### src/rtl/flash_rd_pkg.sv
package flash_rd_pkg;
  typedef enum logic {
    ST_IDLE   = 1'b0,
    ST_ACCESS = 1'b1
  } rd_state_e;
endpackage

### src/rtl/frd_page_tracker.sv
module frd_page_tracker #(
  parameter int PAGE_W = 20
) (
  input  logic              clk_i,
  input  logic              rst_ni,
  input  logic              load_i,
  input  logic              clear_i,
  input  logic [PAGE_W-1:0] page_i,
  output logic              hit_o
);
  logic [PAGE_W-1:0] page_q;
  logic              valid_q;

  always_ff @(posedge clk_i or negedge rst_ni) begin
    if (!rst_ni) begin
      page_q  <= '0;
      valid_q <= 1'b0;
    end else if (load_i) begin
      page_q  <= page_i;
      valid_q <= 1'b1;
    end else if (clear_i) begin
      valid_q <= 1'b0;
    end
  end

  assign hit_o = valid_q && (page_q == page_i);
endmodule

### src/rtl/frd_access_timer.sv
module frd_access_timer #(
  parameter int CNT_W = 3
) (
  input  logic             clk_i,
  input  logic             rst_ni,
  input  logic             start_i,
  input  logic             run_i,
  input  logic [CNT_W-1:0] limit_i,
  output logic [CNT_W-1:0] count_o,
  output logic             done_o
);
  logic [CNT_W-1:0] cnt_q, lim_q;

  always_ff @(posedge clk_i or negedge rst_ni) begin
    if (!rst_ni) begin
      cnt_q <= '0;
      lim_q <= '0;
    end else if (start_i) begin
      cnt_q <= CNT_W'(1);
      lim_q <= limit_i;
    end else if (run_i && !done_o) begin
      cnt_q <= cnt_q + CNT_W'(1);
    end
  end

  assign count_o = cnt_q;
  assign done_o  = (cnt_q == lim_q);
endmodule

### src/rtl/frd_idle_timer.sv
module frd_idle_timer #(
  parameter int IDLE_CYC = 8
) (
  input  logic clk_i,
  input  logic rst_ni,
  input  logic restart_i,
  input  logic tick_i,
  output logic expire_o
);
  localparam int IW = $clog2(IDLE_CYC + 1);

  logic [IW-1:0] cnt_q;

  always_ff @(posedge clk_i or negedge rst_ni) begin
    if (!rst_ni) begin
      cnt_q <= '0;
    end else if (restart_i) begin
      cnt_q <= '0;
    end else if (tick_i && !expire_o) begin
      cnt_q <= cnt_q + IW'(1);
    end
  end

  assign expire_o = tick_i && (cnt_q == IW'(IDLE_CYC - 1));
endmodule

### src/rtl/flash_page_reader.sv
module flash_page_reader
  import flash_rd_pkg::*;
#(
  parameter int ADDR_W    = 23,
  parameter int DATA_W    = 16,
  parameter int WORD_BITS = 3,
  parameter int T_RAND    = 6,
  parameter int T_PAGE    = 2,
  parameter int T_OE      = 3,
  parameter int IDLE_CYC  = 8
) (
  input  logic              clk_i,
  input  logic              rst_ni,
  input  logic              req_valid_i,
  input  logic [ADDR_W-1:0] req_addr_i,
  output logic              req_ready_o,
  output logic              rsp_valid_o,
  output logic [DATA_W-1:0] rsp_data_o,
  output logic [ADDR_W-1:0] flash_addr_o,
  output logic              flash_cs_no,
  output logic              flash_oe_no,
  output logic              flash_we_no,
  output logic              flash_rst_no,
  input  logic [DATA_W-1:0] flash_dq_i
);
  localparam int PAGE_W = ADDR_W - WORD_BITS;
  localparam int CNT_W  = $clog2(T_RAND + 1);

  rd_state_e         state_q;
  logic [ADDR_W-1:0] addr_q;
  logic [DATA_W-1:0] data_q;
  logic              cs_n_q, hit_q, rsp_q, frst_n_q;

  logic              accept, page_hit, idle_expire, idle_tick, acc_done, in_access;
  logic [CNT_W-1:0]  acc_cnt, acc_limit;

  assign req_ready_o = (state_q == ST_IDLE);
  assign in_access   = (state_q == ST_ACCESS);
  assign accept      = req_valid_i && req_ready_o;
  assign idle_tick   = req_ready_o && !cs_n_q && !accept;
  assign acc_limit   = page_hit ? CNT_W'(T_PAGE) : CNT_W'(T_RAND);

  frd_page_tracker #(.PAGE_W(PAGE_W)) u_page (
    .clk_i   (clk_i),
    .rst_ni  (rst_ni),
    .load_i  (accept),
    .clear_i (idle_expire),
    .page_i  (req_addr_i[ADDR_W-1:WORD_BITS]),
    .hit_o   (page_hit)
  );

  frd_access_timer #(.CNT_W(CNT_W)) u_acc (
    .clk_i   (clk_i),
    .rst_ni  (rst_ni),
    .start_i (accept),
    .run_i   (in_access),
    .limit_i (acc_limit),
    .count_o (acc_cnt),
    .done_o  (acc_done)
  );

  frd_idle_timer #(.IDLE_CYC(IDLE_CYC)) u_idle (
    .clk_i     (clk_i),
    .rst_ni    (rst_ni),
    .restart_i (accept),
    .tick_i    (idle_tick),
    .expire_o  (idle_expire)
  );

  always_ff @(posedge clk_i or negedge rst_ni) begin
    if (!rst_ni) begin
      state_q  <= ST_IDLE;
      addr_q   <= '0;
      data_q   <= '0;
      cs_n_q   <= 1'b1;
      hit_q    <= 1'b0;
      rsp_q    <= 1'b0;
      frst_n_q <= 1'b0;
    end else begin
      frst_n_q <= 1'b1;
      rsp_q    <= 1'b0;
      unique case (state_q)
        ST_IDLE: begin
          if (accept) begin
            state_q <= ST_ACCESS;
            addr_q  <= req_addr_i;
            cs_n_q  <= 1'b0;
            hit_q   <= page_hit;
          end else if (idle_expire) begin
            cs_n_q  <= 1'b1;  // standby closes the page
          end
        end
        ST_ACCESS: begin
          if (acc_done) begin
            data_q  <= flash_dq_i;
            rsp_q   <= 1'b1;
            state_q <= ST_IDLE;
          end
        end
        default: state_q <= ST_IDLE;
      endcase
    end
  end

  // page hit: address already stable, enable output at once
  assign flash_oe_no  = !(in_access && (hit_q || acc_cnt >= CNT_W'(T_OE)));
  assign flash_cs_no  = cs_n_q;
  assign flash_we_no  = 1'b1;
  assign flash_rst_no = frst_n_q;
  assign flash_addr_o = addr_q;
  assign rsp_valid_o  = rsp_q;
  assign rsp_data_o   = data_q;
endmodule

### config.mk
export PLATFORM = sky130hd
export DESIGN_NAME = flash_page_reader
export DESIGN_NICKNAME = d
export VERILOG_FILES = /design/src/rtl/flash_rd_pkg.sv /design/src/rtl/frd_page_tracker.sv /design/src/rtl/frd_access_timer.sv /design/src/rtl/frd_idle_timer.sv /design/src/rtl/flash_page_reader.sv
export SDC_FILE = /design/constraint.sdc
export NUM_CORES = 1
export LEC_CHECK = 0
export BUFFER_PORTS_ARGS = -buffer_cell sky130_fd_sc_hd__buf_4
export CAP_MARGIN = 40
export CORE_UTILIZATION = 39
export CTS_BUF_LIST = sky130_fd_sc_hd__clkbuf_8
export CTS_CLUSTER_DIAMETER = 200
export CTS_CLUSTER_SIZE = 20
export DETAILED_ROUTE_END_ITERATION = 8
export PLACE_DENSITY = 0.64
export SETUP_SLACK_MARGIN = 0.02
export SYNTH_ARGS = -nofsm -noshare
export SYNTH_HDL_FRONTEND = slang
export SYNTH_SLANG_ARGS = --single-unit
### constraint.sdc
create_clock -name clk_i -period 1.9 [get_ports clk_i]
set_input_delay 0.285 -clock clk_i [delete_from_list [all_inputs] [get_ports clk_i]]
set_output_delay 0.285 -clock clk_i [all_outputs]
set_load 0.1 [all_outputs]
### Yosys cells after proc, flatten, opt, wreduce, memory -nomap -nowiden

Index checks and enable logic that the tools add are counted.

| word-level totals | value |
|---|---|
| register bits after elaboration | 75 |
| output and inout bits | 45 |
| word-level logic and storage cells | 53 |

| cells by class | value |
|---|---|
| add/sub/neg operators | 2 |
| $lt $le $gt $ge | 1 |
| equality and inequality tests | 3 |
| muxes and demuxes | 14 |
| bitwise operators | 1 |
| reduce and logical (&&, ||, !) cells | 20 |

Operator list:

| kind | number |
|---|---|
| $eq A20 B20 Y1 | 1 |
| $mux W3 | 3 |
| $logic_and A1 B1 Y1 | 8 |
| $mux W1 | 8 |
| $mux W4 | 2 |
| $reduce_and A2 Y1 | 3 |
| $reduce_bool A2 Y1 | 3 |
| $logic_not A1 Y1 | 5 |
| $add A4 B1 Y4 const B | 1 |
| $eq A4 B3 Y1 const B | 1 |
| $add A3 B1 Y3 const B | 1 |
| $eq A3 B3 Y1 | 1 |
| $ge A3 B2 Y1 const B | 1 |
| $pmux W1 S2 | 1 |
| $logic_or A1 B1 Y1 | 1 |
| $not A1 Y1 | 1 |

### Logic depth before layout (Yosys ltp)

| depth | value |
|---|---|
| depth in word-level cells | 9 |
| mapped depth | 6 |
| gate-level depth less buffers | 5 |

### By module

From an unflattened synthesis, not the netlist that was laid out.

| unflattened totals | value |
|---|---|
| cells, all modules | 232 |
| area, all modules | 3343.2 um^2 |

By module, submodules not included:

| module | times used | cells an instance | area an instance (um^2) | seq. area each (um^2) |
|---|---|---|---|---|
| flash_page_reader | 1 | 103 | 1769.2 | 1102.3 |
| frd_page_tracker | 1 | 72 | 996.0 | 525.5 |
| frd_access_timer | 1 | 35 | 352.8 | 150.1 |
| frd_idle_timer | 1 | 22 | 225.2 | 100.1 |

### Least setup slack after synthesis

Ideal clock, no wire load.

| timing path | value |
|---|---|
| path kind | flip-flop to output port |
| start | register u_acc.cnt_q[0] (netlist: u_acc.count_o[0]) |
| end | output flash_oe_no |
| arrival | 3.169 ns |
| required time | 1.615 ns |
| setup slack | -1.554 ns |
| stages on the path, launching flop included | 5 |
| path buffers | 0 |
| path through | dfrtp_1 ha_1 ha_1 a211o_1 o21ai_0 |

| between the ends | value |
|---|---|
| cells in the longest elaborated chain, start to end | 4 |

RTL lines:

| item | line | source |
|---|---|---|
| start: declaration | frd_access_timer.sv:12 | `logic [CNT_W-1:0] cnt_q, lim_q;` |
| start signal: assignment | frd_access_timer.sv:22 | `cnt_q <= cnt_q + CNT_W'(1);` |
| $ge A3 B2 Y1 | flash_page_reader.sv:106 | `assign flash_oe_no = !(in_access && (hit_q \|\| acc_cnt >= CNT_W'(T_OE)));` |
| $logic_or A1 B1 Y1 | flash_page_reader.sv:106 |  |
| $logic_and A1 B1 Y1 | flash_page_reader.sv:106 |  |
| $logic_not A1 Y1 | flash_page_reader.sv:106 |  |
| end: declaration | flash_page_reader.sv:21 | `output logic flash_oe_no,` |

Every way passes these cells.

### Worst setup path in the final report

| timing path | value |
|---|---|
| start | register u_acc.cnt_q[1] (netlist: u_acc.count_o[1]) |
| end | output flash_oe_no |

The elaborated chain is that of the path after synthesis.

==> summary.md <==
| Metric | Value |
|---|---|
| Status | finished with violations |
| Violated checks | negative setup slack |
| # placed instances | 464 |
| Slowest-stage cell, CP | dfrtp_1 |
| Tcrit/Tclk final | 1.02 |
| Largest net degree at the start of global routing | 46 |
| Total grt overflow | 0 |
| Via Count | 2261 |
| Gpl congestion | 0.717 |
| Vias in the first global route | 2143 |
| Pre-CTS worst setup slack | 0.115 ns |
| Final ANT Viol Nets | 0 |
| Post-synth top cells | 113 x nand2_1, 73 x dfrtp_1, 17 x mux2_2 |
| Post-DP HPWL | 4.43 mm |
| Synthesized flop and latch total | 74 |
| Final setup margin | -0.0388 ns |
| GRT Util Overall | 0.163 |
| Residual DRC | 0 |
| Async SR Flop Fraction | 1.00 |
| Hold Vio Cnt, Final | 0 |
| CTS tree | yes |
| Fmax | 0.516 GHz |
| Slowest Stage Delay on Critical Path | 0.38 ns |
| WP data arrival | 1.65 ns |
| Die Ht | 89.9 um |
| Non-Filler Instances | 482 |
| Routed wire length | 6.29 mm |
| Initial core utilization | 0.409 |
| Worst EP required | 1.62 ns |
| Area share of the largest cell type after synthesis | 0.607 |
| Routed length per instance | 13.1 um |
| Post-synthesis sequential area ratio | 0.615 |
| Root buffer selected by CTS | clkbuf_8 |
| N_diodes | 0 |
| Crit path kind | reg -> out |
| HP Class | in -> reg |
| Core area | 7370 um2 |
| CP endpoint kind | output pin |
| Core Util, Final | 0.555 |
| Sum Neg Setup Slack | -0.0388 ns |
| Final setup viols | 1 |
| Vias per cell | 4.69 |
| Fraction of layout cells with a size suffix above 1 | 0.347 |
| Fin Clk Skew | 0.00890 ns |
| Initial antenna violation count | 0 |
| Most area-consuming cells after synthesis | dfrtp_1 61%, nand2_1 14%, mux2_2 6.4%, xnor2_1 3.5%, xor2_1 2.9% |
| I/O pin cnt | 87 |
| Slew @ Worst Pin | 0.680 ns |
| Synth Cell Area | 3010 um2 |
| Sink Count | 74 |
| FP Rows | 31 |
| Max_cap viols | 0 |
| RSZ-0062 raised after global routing | yes |
| First-pass iteration count of the detailed router | 5 |
| Final critical-path required period | 1.94 ns |
| Die X-Extent | 89.9 um |
| Worst Path Max Fanout | 2 |
| First-pass GRT wire length | 10.4 mm |
| Worst skew pair latency | 0.34 ns |
| Post-synth EDFFs | 0 |
| Mapped Avg Cell Area | 10.7 um2 |
| Area Growth Syn to Fin | 35.8% |
| Post-synth top flop | dfrtp_1 |
| DIE AREA | 8080 um2 |
| CP Launch Type | register |
| Count leader, synth | nand2_1 |
| Slew HR | 0.543 |
| Synth cell types | 34 |
| Ys Warns | 0 |
| I/O Buffers | 85 |
| H-tree levels | 3 |
| Final slew viol count | 0 |
| Cell mode on critical path | ha_2 |
| Cells after Synth | 282 |
| Layout Nets | 423 |
| Post-synth top area cell | dfrtp_1 |
| Clock transition at path regs | 0.08 ns |
| Number of buffers created by CTS | 9 |
| DRT iter0 DRCs | 114 |
| Clock Tree Buf Depth | 2 |
| Crit-path cells | ha_2 > ha_2 > a211o_1 > o21ai_4 > buf_12 |
sequential cells by signal, summed over array words and instances (netlist names):
signal	count
u_page.page_q	20
rsp_valid_o	1
flash_rst_no	1
u_acc.count_o	3
u_page.valid_q	1
flash_cs_no	1
flash_addr_o	23
u_idle.cnt_q	4
in_access	1
u_acc.lim_q	2
hit_q	1
rsp_data_o	16
critical path: cells and delay by family (launching register included):
| kind | cells | cell delay [ns] |
|---|---|---|
| buf+inv | 1 | 0.19 |
| fa+ha+maj | 2 | 0.35 |
| compound gates | 2 | 0.40 |
| flops | 1 | 0.38 |
repair_timing:
action,4_1_cts,5_1_grt
hold buffers,1,0
pin swaps,3,1
resized for setup,5,0
buffers inserted,1,0
cloned,0,0
endpoints found under the hold margin,28,0
setup endpoints to repair,1,1
cell families after synthesis:
family,share of synthesized area
adders and majority gates,0.0125
and+or+nand+nor,0.187
muxes,0.0669
xor gates and xnor gates,0.0640
DFF,0.615
AOI/OAI and AO/OA,0.0316
buffers and inverters,0.0220
other,0.00125
metrics by stage:
| step | instance area [um2] | hold slack (ns) |
|---|---|---|
| floorplan | 3030 | -0.0106 |
| global placement | 3800 | 0.245 |
| detailed placement | 3800 | 0.245 |
| CTS | 4090 | 0.115 |
| global route | 4090 | 0.131 |
| finish | 4090 | 0.130 |
cells in the final DEF, fill, tap and decap left out, types with 3 or more instances in the layout:
cell type  count
xor2_1        10
mux2_2        17
nor4_1         3
bufinv_16      3
nand3_1        6
clkbuf_8      11
o21ai_0        3
inv_1          4
xnor2_1       12
nand2_1      113
buf_4         91
nor2_1         6
dfrtp_1       73
metal layers:
layer | vias up | track usage | routed length (um)
met5 | - | 0 | 0
met4 | 0 | 0.0403 | 48
met3 | 5 | 0.0677 | 526
met2 | 91 | 0.240 | 2800
met1 | 1060 | 0.222 | 2910
li1 | 1105 | - | -
area by class of cell:
type                            instances  area [um2]
Fill cell                             666        3280
Sequential cell                        74        1850
Multi-Input combinational cell        195        1110
Timing Repair Buffer                   94         733
Clock buffer                           11         151
Tap cell                               99         124
Clock inverter                          5         101
Inverter                                4        15.0
worst paths after layout:
check	from	to	slack, ns	depth (start not counted)
max	u_acc.count_o[1]	flash_oe_no	-0.04	5
min	req_addr_i[1]	flash_addr_o[1]	0.13	3
max reg2reg	u_acc.count_o[1]	rsp_data_o[15]	0.19	5
min reg2reg	flash_addr_o[12]	flash_addr_o[12]	0.48	2
max in group asynchronous	rst_ni	flash_addr_o[18]	0.92	3
min in group asynchronous	rst_ni	rsp_data_o[4]	0.41	2
Power is not shown: default switching activity piles up to over one toggle a cycle in this logic, so the estimate is an artifact.
